[src/rtl/pw_pkg.sv]
// Shared types for the outstanding-request watchdog.
// Assumes nothing beyond a standard SystemVerilog compiler.
package pw_pkg;
    // Command from the count logic to the timer, one per cycle.
    typedef enum logic [1:0] {
        TMR_IDLE = 2'd0,
        TMR_LOAD = 2'd1,
        TMR_STOP = 2'd2
    } tmr_cmd_e;
endpackage

[src/rtl/pw_count.sv]
// Counter of outstanding requests. It reports the events that concern
// the timer: arm (zero to one), keep (still pending after a dequeue)
// and drain (one to zero). It assumes enq_i and deq_i are one-cycle
// pulses, each meaning exactly one request.
module pw_count #(
    parameter int CNT_W = 8
) (
    input  logic             clk,
    input  logic             rst_n,
    input  logic             clr_i,
    input  logic             enq_i,
    input  logic             deq_i,
    output logic [CNT_W-1:0] count_o,
    output logic             underflow_o,
    output logic             arm_o,
    output logic             keep_o,
    output logic             drain_o
);
    localparam logic [CNT_W-1:0] CNT_MAX = '1;
    localparam logic [CNT_W-1:0] CNT_ONE = CNT_W'(1);

    logic [CNT_W-1:0] cnt_q, cnt_d;
    logic             uf_q;
    logic             is_zero, is_one, is_full, only_enq, only_deq, both;

    // Classify the current count and the input pattern.
    always_comb begin
        is_zero  = (cnt_q == '0);
        is_one   = (cnt_q == CNT_ONE);
        is_full  = (cnt_q == CNT_MAX);
        only_enq = enq_i && !deq_i && !clr_i;
        only_deq = deq_i && !enq_i && !clr_i;
        both     = enq_i && deq_i && !clr_i;
    end

    // Next count: saturating increment, guarded decrement.
    always_comb begin
        cnt_d = cnt_q;
        if (only_enq && !is_full)
            cnt_d = cnt_q + CNT_ONE;
        else if (only_deq && !is_zero)
            cnt_d = cnt_q - CNT_ONE;
    end

    // Timer events derived from the count transition.
    always_comb begin
        arm_o   = only_enq && is_zero;
        drain_o = only_deq && is_one;
        keep_o  = (both && !is_zero) || (only_deq && !is_zero && !is_one);
    end

    // Count register with synchronous reset and clear.
    always_ff @(posedge clk) begin
        if (!rst_n || clr_i)
            cnt_q <= '0;
        else
            cnt_q <= cnt_d;
    end

    // Sticky underflow flag: set by a dequeue alone at count zero.
    always_ff @(posedge clk) begin
        if (!rst_n || clr_i)
            uf_q <= 1'b0;
        else if (only_deq && is_zero)
            uf_q <= 1'b1;
    end

    assign count_o     = cnt_q;
    assign underflow_o = uf_q;
endmodule

[src/rtl/pw_timer.sv]
// Down-counting interval timer. LOAD starts it with ticks_i, STOP halts
// it, and IDLE lets it count. expire_o is high in the cycle in which
// the last tick elapses, only when no command is given. It assumes
// ticks_i is nonzero whenever LOAD is given.
module pw_timer
    import pw_pkg::*;
#(
    parameter int TMR_W = 24
) (
    input  logic             clk,
    input  logic             rst_n,
    input  logic             clr_i,
    input  tmr_cmd_e         cmd_i,
    input  logic [TMR_W-1:0] ticks_i,
    output logic             running_o,
    output logic             expire_o
);
    localparam logic [TMR_W-1:0] TICK_ONE = TMR_W'(1);

    logic             run_q;
    logic [TMR_W-1:0] rem_q;

    // Expiry: last tick elapses with no command in the way.
    always_comb begin
        expire_o = run_q && (rem_q == TICK_ONE) && (cmd_i == TMR_IDLE);
    end

    // Timer state update by command, then by counting.
    always_ff @(posedge clk) begin
        if (!rst_n || clr_i) begin
            run_q <= 1'b0;
            rem_q <= '0;
        end else begin
            case (cmd_i)
                TMR_LOAD: begin
                    run_q <= 1'b1;
                    rem_q <= ticks_i;
                end
                TMR_STOP: begin
                    run_q <= 1'b0;
                    rem_q <= '0;
                end
                default: begin
                    if (expire_o) begin
                        run_q <= 1'b0;
                        rem_q <= '0;
                    end else if (run_q) begin
                        rem_q <= rem_q - TICK_ONE;
                    end
                end
            endcase
        end
    end

    assign running_o = run_q;
endmodule

[src/rtl/pending_watchdog.sv]
// Watchdog over outstanding high-priority requests. It counts
// enqueue/dequeue pulses and arms a timer on the zero-to-one count.
// The timer reloads on dequeues that leave work pending and stops
// when the count drains. If it runs out while requests are pending,
// a one-cycle cancel pulse is emitted. A zero interval_i selects the
// default timeout derived from CLK_HZ and PERIOD_MS.
module pending_watchdog
    import pw_pkg::*;
#(
    parameter int CNT_W     = 8,
    parameter int TMR_W     = 24,
    parameter int CLK_HZ    = 125_000_000,
    parameter int PERIOD_MS = 50
) (
    input  logic             clk,
    input  logic             rst_n,
    input  logic             enq_i,
    input  logic             deq_i,
    input  logic             clr_i,
    input  logic [TMR_W-1:0] interval_i,
    output logic [CNT_W-1:0] count_o,
    output logic             running_o,
    output logic             cancel_o,
    output logic             underflow_o
);
    localparam int               DEF_TICKS_I = (CLK_HZ / 1000) * PERIOD_MS;
    localparam logic [TMR_W-1:0] DEF_TICKS   = TMR_W'(DEF_TICKS_I);

    logic             arm, keep, drain, expire, run;
    logic [CNT_W-1:0] cnt;
    logic [TMR_W-1:0] ticks;
    tmr_cmd_e         cmd;
    logic             cancel_q;

    pw_count #(.CNT_W(CNT_W)) u_count (
        .clk         (clk),
        .rst_n       (rst_n),
        .clr_i       (clr_i),
        .enq_i       (enq_i),
        .deq_i       (deq_i),
        .count_o     (cnt),
        .underflow_o (underflow_o),
        .arm_o       (arm),
        .keep_o      (keep),
        .drain_o     (drain)
    );

    // Interval selection: zero means the parameter default.
    always_comb begin
        ticks = (interval_i == '0) ? DEF_TICKS : interval_i;
    end

    // Timer command: drain stops, arm starts, keep reloads only a live timer.
    always_comb begin
        if (drain)
            cmd = TMR_STOP;
        else if (arm || (keep && run))
            cmd = TMR_LOAD;
        else
            cmd = TMR_IDLE;
    end

    pw_timer #(.TMR_W(TMR_W)) u_timer (
        .clk       (clk),
        .rst_n     (rst_n),
        .clr_i     (clr_i),
        .cmd_i     (cmd),
        .ticks_i   (ticks),
        .running_o (run),
        .expire_o  (expire)
    );

    // Cancel pulse: registered expiry, only with requests pending.
    always_ff @(posedge clk) begin
        if (!rst_n || clr_i)
            cancel_q <= 1'b0;
        else
            cancel_q <= expire && (cnt != '0);
    end

    assign count_o   = cnt;
    assign running_o = run;
    assign cancel_o  = cancel_q;
endmodule

[config.mk]
export PLATFORM = sky130hd
export DESIGN_NAME = pending_watchdog
export DESIGN_NICKNAME = d
export VERILOG_FILES = /design/src/rtl/pw_pkg.sv /design/src/rtl/pw_count.sv /design/src/rtl/pw_timer.sv /design/src/rtl/pending_watchdog.sv
export SDC_FILE = /design/constraint.sdc
export NUM_CORES = 1
export LEC_CHECK = 0
export ABC_AREA = 1
export BUFFER_PORTS_ARGS = -buffer_cell sky130_fd_sc_hd__buf_2
export CAP_MARGIN = 20
export CELL_PAD_IN_SITES_DETAIL_PLACEMENT = 0
export CELL_PAD_IN_SITES_GLOBAL_PLACEMENT = 1
export CORE_ASPECT_RATIO = 2
export CORE_UTILIZATION = 35
export DETAILED_ROUTE_END_ITERATION = 10
export GPL_TIMING_DRIVEN = 1
export HOLD_SLACK_MARGIN = 0.05
export PLACE_DENSITY_LB_ADDON = 0.1
export SLEW_MARGIN = 20
export SYNTH_ARGS = -nofsm -noshare
export SYNTH_HDL_FRONTEND = slang
export SYNTH_SLANG_ARGS = --single-unit
export TNS_END_PERCENT = 100
[constraint.sdc]
create_clock -name clk -period 1.8 [get_ports clk]
set_clock_uncertainty 0.05 [all_clocks]
set_input_delay 0.27 -clock clk [delete_from_list [all_inputs] [get_ports clk]]
set_output_delay 0.27 -clock clk [all_outputs]
set_load 0.1 [all_outputs]
==> results by group, run 1 <==
Layout
  • Fillers: 735
  • ANT cells: 0
  • Layout area overhead: 42.27%
  • Design area: 0.003567 mm^2
  • Nets@finish: 526
  • Layout cells sized above 1: 35.16%
  • Layout Cells excl Fill: 582

Synthesis
  • Sequential area share after synthesis: 27.94%
  • Top_reg_cell synth: dfxtp_1
  • Yosys warns: 0
  • FFs w/ async S/R, synth: 0%
  • Yosys reg bits: 35
  • Avg Inst Size Synth: 6.027 um^2
  • Netlist cell types: 32
  • Syn Nets: 451
  • Syn Std Cell Area: 0.002507 mm^2
  • Syn Inst Count: 416
  • Number of synthesized flops with an enable pin: 0

STA
  • Setup_tns: 0 ps
  • Period minus WS final: 1797 ps
  • Final Setup Violations: 0
  • Fin worst setup slack: 3.108 ps
  • Fmax: 0.5565 GHz
  • Worst-Margin Slew: 490.1 ps
  • Final worst-path cycle share: 99.83%
  • Hold Fails Final Rpt: 0
  • Slew Limit Fails: 0
  • RSZ-0062 raised after global routing: yes
  • Relative slew slack: 67.55%

Critical path
  • Crit path launch: u_count.count_o[0]
  • Worst r2r src: u_count.count_o[0]
  • Reg2reg setup slack: 3 ps
  • R2R depth: 12
  • Setup crit end kind: flip-flop
  • Startpoint Class: flip-flop
  • Worst setup endpoint: u_timer.rem_q[12]
  • Data arrival, critical path: 1930 ps
  • Crit Path Max Fanout: 7
  • CP required: 1930 ps
  • Kind of critical path: flip-flop to flip-flop
  • Reg-to-reg endpoint: u_timer.rem_q[12]

Route
  • DRC: 0
  • Detail Route Antenna Nets: 0
  • Vias/cell: 5.003
  • Initial DRT Pass Iterations: 4
  • DR vias: 2912
  • Detailed Route WL: 8752 um
  • WL/cell: 15.04 um
  • DRT iter0 DRCs: 104

Power
  • Reg power frac: 34.5%
  • Sw Share: 32.58%
  • Leak pwr: 1.727 nW
  • Clock network power share: 37.6%
  • Power per cell area: 664.0 mW/mm^2
  • Worst IR Drop VDD: 0.5454 mV
  • Comb power frac: 27.9%
  • Internal: 0.001597 W
  • Net switching power: 0.0007716 W
  • Overall Power: 0.002369 W

Global route
  • Pin count of the biggest net entering global routing: 30
  • GRT Total Usage: 24.58%
  • Global route overflow: 0
  • Vias in the first global route: 2769
  • First-pass GRT wire length: 13020 um
  • Antenna violations before repair: 0

Clock tree
  • Clk slew on worst S/H paths: 60 ps
  • Number of H-tree levels: 2
  • Clk sink count: 35
  • Root Driver: clkbuf_16
  • CTS tree: done
  • Clock buffer depth: 2
  • Clock Latency Late Sink: 290 ps
  • CTS Hold Bufs: 0
  • Cts bufs inserted: 5

Worst hold path
  • Worst Hold Class: primary input to flip-flop

Floorplan
  • Core Area: 0.006940 mm^2
  • Std-Cell Rows: 43
  • Die Wd: 61.85 um
  • Die area: 0.007527 mm^2
  • Die H: 121.7 um
  • IO Count: 40
  • Starting density of the core: 36.13%

Placed design
  • PortBufs: 39
  • Worst slack at placement: -26.42 ps
  • GP Congestion: 0.8571
  • Post-DP HPWL: 6523 um
  • Area post-placement: 0.003124 mm^2
  • Dpl cells: 569

Outcome
  • Status: complete, no violations

Run
  • Max-cap violation count: 0
[power groups by stage]
stage | logic, W | registers, W | clock network (W)
finish | 0.000661 | 0.000816 | 0.000891
global route | 0.000734 | 0.000819 | 0.000937
global placement | 0.000580 | 0.000827 | 0
CTS | 0.000581 | 0.000810 | 0.000909
floorplan | 0.000336 | 0.000853 | 0
detailed placement | 0.000578 | 0.000827 | 0
[logic make-up (layout without fill, tap and decap cells)]
kind of cell             count (synthesis)  in the layout  share of synthesized area (%)
AO/OA/AOI/OAI                          104            104                          21.61
flip-flops                              35             35                          27.94
XOR/XNOR                                 5              5                          1.746
AND/OR/NAND/NOR                        193            193                          33.23
adder cells (fa/ha/maj)                  6              6                          2.994
buffers and inverters                   73            149                          12.47
[routing by layer]
metal  vias up  GRT usage [%]  share of wire (%)
li1       1500              -                  -
met1      1329          23.03                 34
met2        66          47.65                 59
met3        17          3.397                3.3
met4         0          12.22                3.5
met5         -              0                  0
[sequential cells by signal, summed over array words and instances (netlist names)]
name	count
u_timer.running_o	1
u_count.count_o	8
cancel_o	1
u_timer.rem_q	24
u_count.underflow_o	1
[critical path: stages, from the launching register on]
cell	delay [ps]
dfxtp_4	370
inv_4	80
ha_4	130
inv_2	40
nor2_4	90
nand2_4	70
nand3_2	80
nand2_2	60
nand2_4	110
nand4_4	180
buf_6	210
o21ai_0	140
nor2_1	60
[worst min-delay path by stage]
stage | from | end | slack, ps | depth (start not counted)
floorplan | interval_i[0] | u_timer.rem_q[0] | 370 | 2
global placement | u_count.underflow_o | u_count.underflow_o | 410 | 2
detailed placement | u_count.underflow_o | u_count.underflow_o | 430 | 2
CTS | interval_i[0] | u_timer.rem_q[0] | 210 | 3
global route | interval_i[0] | u_timer.rem_q[0] | 230 | 3
finish | interval_i[0] | u_timer.rem_q[0] | 200 | 3
[cell type report]
type / count / area [um^2] / share of cell area, %
clock buffers: 7 / 142.6 / 3.999
well taps: 90 / 112.6 / 3.157
inverters: 62 / 242.7 / 6.805
repair buffers: 79 / 588.1 / 16.49
clock inverters: 1 / 3.754 / 0.1052
multi-input cells: 308 / 1737 / 48.68
flip-flops and latches: 35 / 740.7 / 20.76
[cell usage in the layout (no fill, tap or decap), drive strengths merged, types with 2 or more instances in the layout]
cell    count
a21oi      32
a221oi      2
buf        77
clkbuf      9
dfxtp      35
ha          6
inv        62
nand2      54
nand3      20
nand4       8
nor2      102
nor3        5
o21a        3
o21ai      64
or2         3
xor2        4
[stage by stage]
step	utilization [%]	hold slack, ps
6_report	51.40	199.4
5_1_grt	51.40	227.4
4_1_cts	47.12	205.9
3_5_place_dp	45.02	431.0
3_3_place_gp	45.02	408.7
2_1_floorplan	-	365.0
[cell usage after synthesis (4+ instances only)]
library cell	count	area share [%]
nand2_1	48	7.2
nor2_1	100	15
ha_1	6	3.0
o21ai_1	17	3.4
inv_2	5	0.75
inv_1	57	8.5
buf_6	4	1.8
xor2_1	4	1.4
o21ai_0	47	9.4
dfxtp_1	35	28
a21oi_1	32	6.4
nand3_1	19	3.8
nor3_1	4	0.80
nand4_1	6	1.5
nand2_2	6	1.5
[repair_timing]
action,in CTS,in global routing
endpoints found under the setup margin,0,28
buffers inserted,0,2
resized for setup,0,85
(Power assumes the default switching activity.)
==> run 2, diff against run 1 <==
- CORE_MARGIN: not set -> 2
==> results by group, run 2 (synthesized netlist as in run 1, its figures left out) <==
Outcome
  • Status: complete, no violations (unchanged)

Placed design
  • PortBufs: 39 (unchanged)
  • Post-DP HPWL: 6312 um (was 6523 um)
  • GP Congestion: 0.8170 (was 0.8571)

Critical path
  • Slowest cell on the critical path: dfxtp_4 (unchanged)
  • CP required: 1930 ps (about the same)
  • Startpoint Class: flip-flop (unchanged)
  • Data arrival, critical path: 1880 ps (was 1930 ps)
  • Critical path cell sequence: inv_6 -> ha_4 -> inv_2 -> nor2_4 -> nand2_4 -> nand3_2 -> nand2_2 -> nand2_4 -> nand4_4 -> clkbuf_16 -> o21ai_1 -> nor2_1 (was inv_4 -> ha_4 -> inv_2 -> nor2_4 -> nand2_4 -> nand3_2 -> nand2_2 -> nand2_4 -> nand4_4 -> buf_6 -> o21ai_0 -> nor2_1)
  • Kind of critical path: flip-flop to flip-flop (unchanged)
  • Critical path's most frequent cell: nand2_4 (unchanged)
  • Setup crit end kind: flip-flop (unchanged)
  • Crit Path Max Fanout: 7 (unchanged)
  • Slowest stage delay, CP: 360 ps (was 370 ps)

Route
  • Initial DRT Pass Iterations: 4 (unchanged)
  • Vias/cell: 4.934 (was 5.003)
  • Detail Route Antenna Nets: 0 (unchanged)
  • DRC: 0 (unchanged)
  • DRT iter0 DRCs: 79 (was 104)
  • WL/cell: 14.77 um (was 15.04 um)
  • DR vias: 2862 (was 2912)
  • Detailed Route WL: 8564 um (was 8752 um)

STA
  • Hold Fails Final Rpt: 0 (unchanged)
  • Hold_ws: 185.1 ps (was 199.4 ps)
  • Final Setup Violations: 0 (unchanged)
  • Worst-Margin Slew: 487.8 ps (was 490.1 ps)
  • Relative slew slack: 67.70% (was 67.55%)
  • Period minus WS final: 1748 ps (was 1797 ps)
  • RSZ-0062 raised after global routing: yes (unchanged)
  • Final worst-path cycle share: 97.12% (was 99.83%)
  • Fmax: 0.5721 GHz (was 0.5565 GHz)
  • Slew Limit Fails: 0 (unchanged)

Power
  • Comb power frac: 27.7% (was 27.9%)
  • Internal: 0.001542 W (was 0.001597 W)
  • Leak pwr: 1.712 nW (was 1.727 nW)
  • Power per cell area: 659.7 mW/mm^2 (was 664.0 mW/mm^2)
  • Clock network power share: 36.7% (was 37.6%)
  • Overall Power: 0.002289 W (was 0.002369 W)
  • Sw Share: 32.63% (was 32.58%)
  • Worst IR Drop VDD: 0.3895 mV (was 0.5454 mV)
  • Reg power frac: 35.6% (was 34.5%)
  • Net switching power: 0.0007468 W (was 0.0007716 W)

Layout
  • ANT cells: 0 (unchanged)
  • Final core occ: 49.99% (was 51.40%)
  • Most frequent cells in the layout: nor2_1 (91), inv_1 (47), nand2_1 (44) (was nor2_1 (94), inv_1 (47), nand2_1 (43))
  • Layout area overhead: 38.37% (was 42.27%)
  • Biggest register: u_timer.rem_q (unchanged)
  • Nets@finish: 524 (was 526)
  • Max FFs per register: 24 (unchanged)
  • Commonest non-fill, non-tap cell in the layout: nor2_1 (unchanged)
  • Layout cells sized above 1: 31.63% (was 35.16%)

Global route
  • First-pass GRT wire length: 13100 um (was 13020 um)
  • Vias in the first global route: 2786 (was 2769)
  • Global route overflow: 0 (unchanged)
  • Antenna violations before repair: 0 (unchanged)
  • GRT Total Usage: 22.06% (was 24.58%)
  • Pin count of the biggest net entering global routing: 35 (was 30)

Clock tree
  • Clock Latency Late Sink: 290 ps (about the same)
  • CTS Hold Bufs: 0 (unchanged)
  • Cts bufs inserted: 5 (unchanged)
  • Clock buffer depth: 2 (unchanged)
  • Number of H-tree levels: 2 (unchanged)
  • CTS tree: done (unchanged)
  • Clk slew on worst S/H paths: 60 ps (about the same)
  • Root Driver: clkbuf_16 (unchanged)
  • Clk sink count: 35 (unchanged)

Floorplan
  • Die H: 123.7 um (was 121.7 um)
  • Std-Cell Rows: 43 (unchanged)
  • IO Count: 40 (unchanged)
  • Die Wd: 63.85 um (was 61.85 um)
  • Starting density of the core: 36.13% (unchanged)
  • Core Area: 0.006940 mm^2 (unchanged)
  • Die area: 0.007898 mm^2 (was 0.007527 mm^2)

Worst hold path
  • Worst Hold Class: primary input to flip-flop (unchanged)

Run
  • Max-cap violation count: 0 (unchanged)
-- run 2: changes by cell type in the layout (fill, tap and decap cells not counted), moves of 2 or more --
cell / delta
o21ai_1: +13
nor2_1: -3
o21ai_2: -12
nor2_2: +3
buf_4: -2
o21ai_4: -2
-- run 2: area by class of cell --
class	instances	area, um^2
clock buffer	6	128.9
clock inverter	2	7.507
fill	755	3471
inverter	62	242.7
multi-input combinational	308	1665
sequential	35	739.5
tap	90	112.6
timing repair buffer	77	573.1
-- run 2: repair_timing --
item,4_1_cts,5_1_grt
setup endpoints to repair,2,27
gates resized for setup,2,64
gates cloned,0,3
setup buffers,0,4
pin swaps,0,10
-- run 2: critical path: cells and delay by family, from the launching register on --
kind                     cells  cell delay (ps)
AND/OR/NAND/NOR              7              620
flip-flops                   1              360
buffers and inverters        3              340
adder cells (fa/ha/maj)      1              130
AO/OA/AOI/OAI                1              120
-- run 2: final timing paths --
path                                    startpoint            endpoint  slack [ps]  depth (start not counted)
worst max-delay path            u_count.count_o[1]   u_timer.rem_q[20]          50                         12
worst min-delay path                 interval_i[1]    u_timer.rem_q[1]         190                          3
worst max register to register  u_count.count_o[1]   u_timer.rem_q[20]          50                         12
worst min register to register  u_count.count_o[2]  u_count.count_o[2]         440                          1
-- run 2: power by group through the flow --
| stage | Clock [W] | Sequential [W] | Combinational (W) |
|---|---|---|---|
| 3_3_place_gp | 0 | 0.000828 | 0.000558 |
| 3_5_place_dp | 0 | 0.000828 | 0.000559 |
| 4_1_cts | 0.000867 | 0.000811 | 0.000566 |
| 6_report | 0.000840 | 0.000815 | 0.000634 |
| 5_1_grt | 0.000903 | 0.000818 | 0.000713 |
| 2_1_floorplan | 0 | 0.000853 | 0.000336 |
-- run 2: layer usage --
layer  wire length, um  track usage [%]  up-vias
li1                  -                -     1487
met1              3042            19.54     1310
met2              5063            44.79       51
met3               202            3.523       14
met4               255            12.91        0
met5                 0                0        -
-- run 2: metrics by stage --
stage                     setup WS, ps  setup TNS, ps  cells  instance area (um^2)
after floorplan                 -20.46         -176.2    416                  2581
after global placement           38.26              0    565                  3094
after detailed placement        -10.08         -10.08    565                  3094
after CTS                        2.328              0    573                  3239
after global routing            -70.53         -736.0    580                  3470
final                            51.91              0    580                  3470
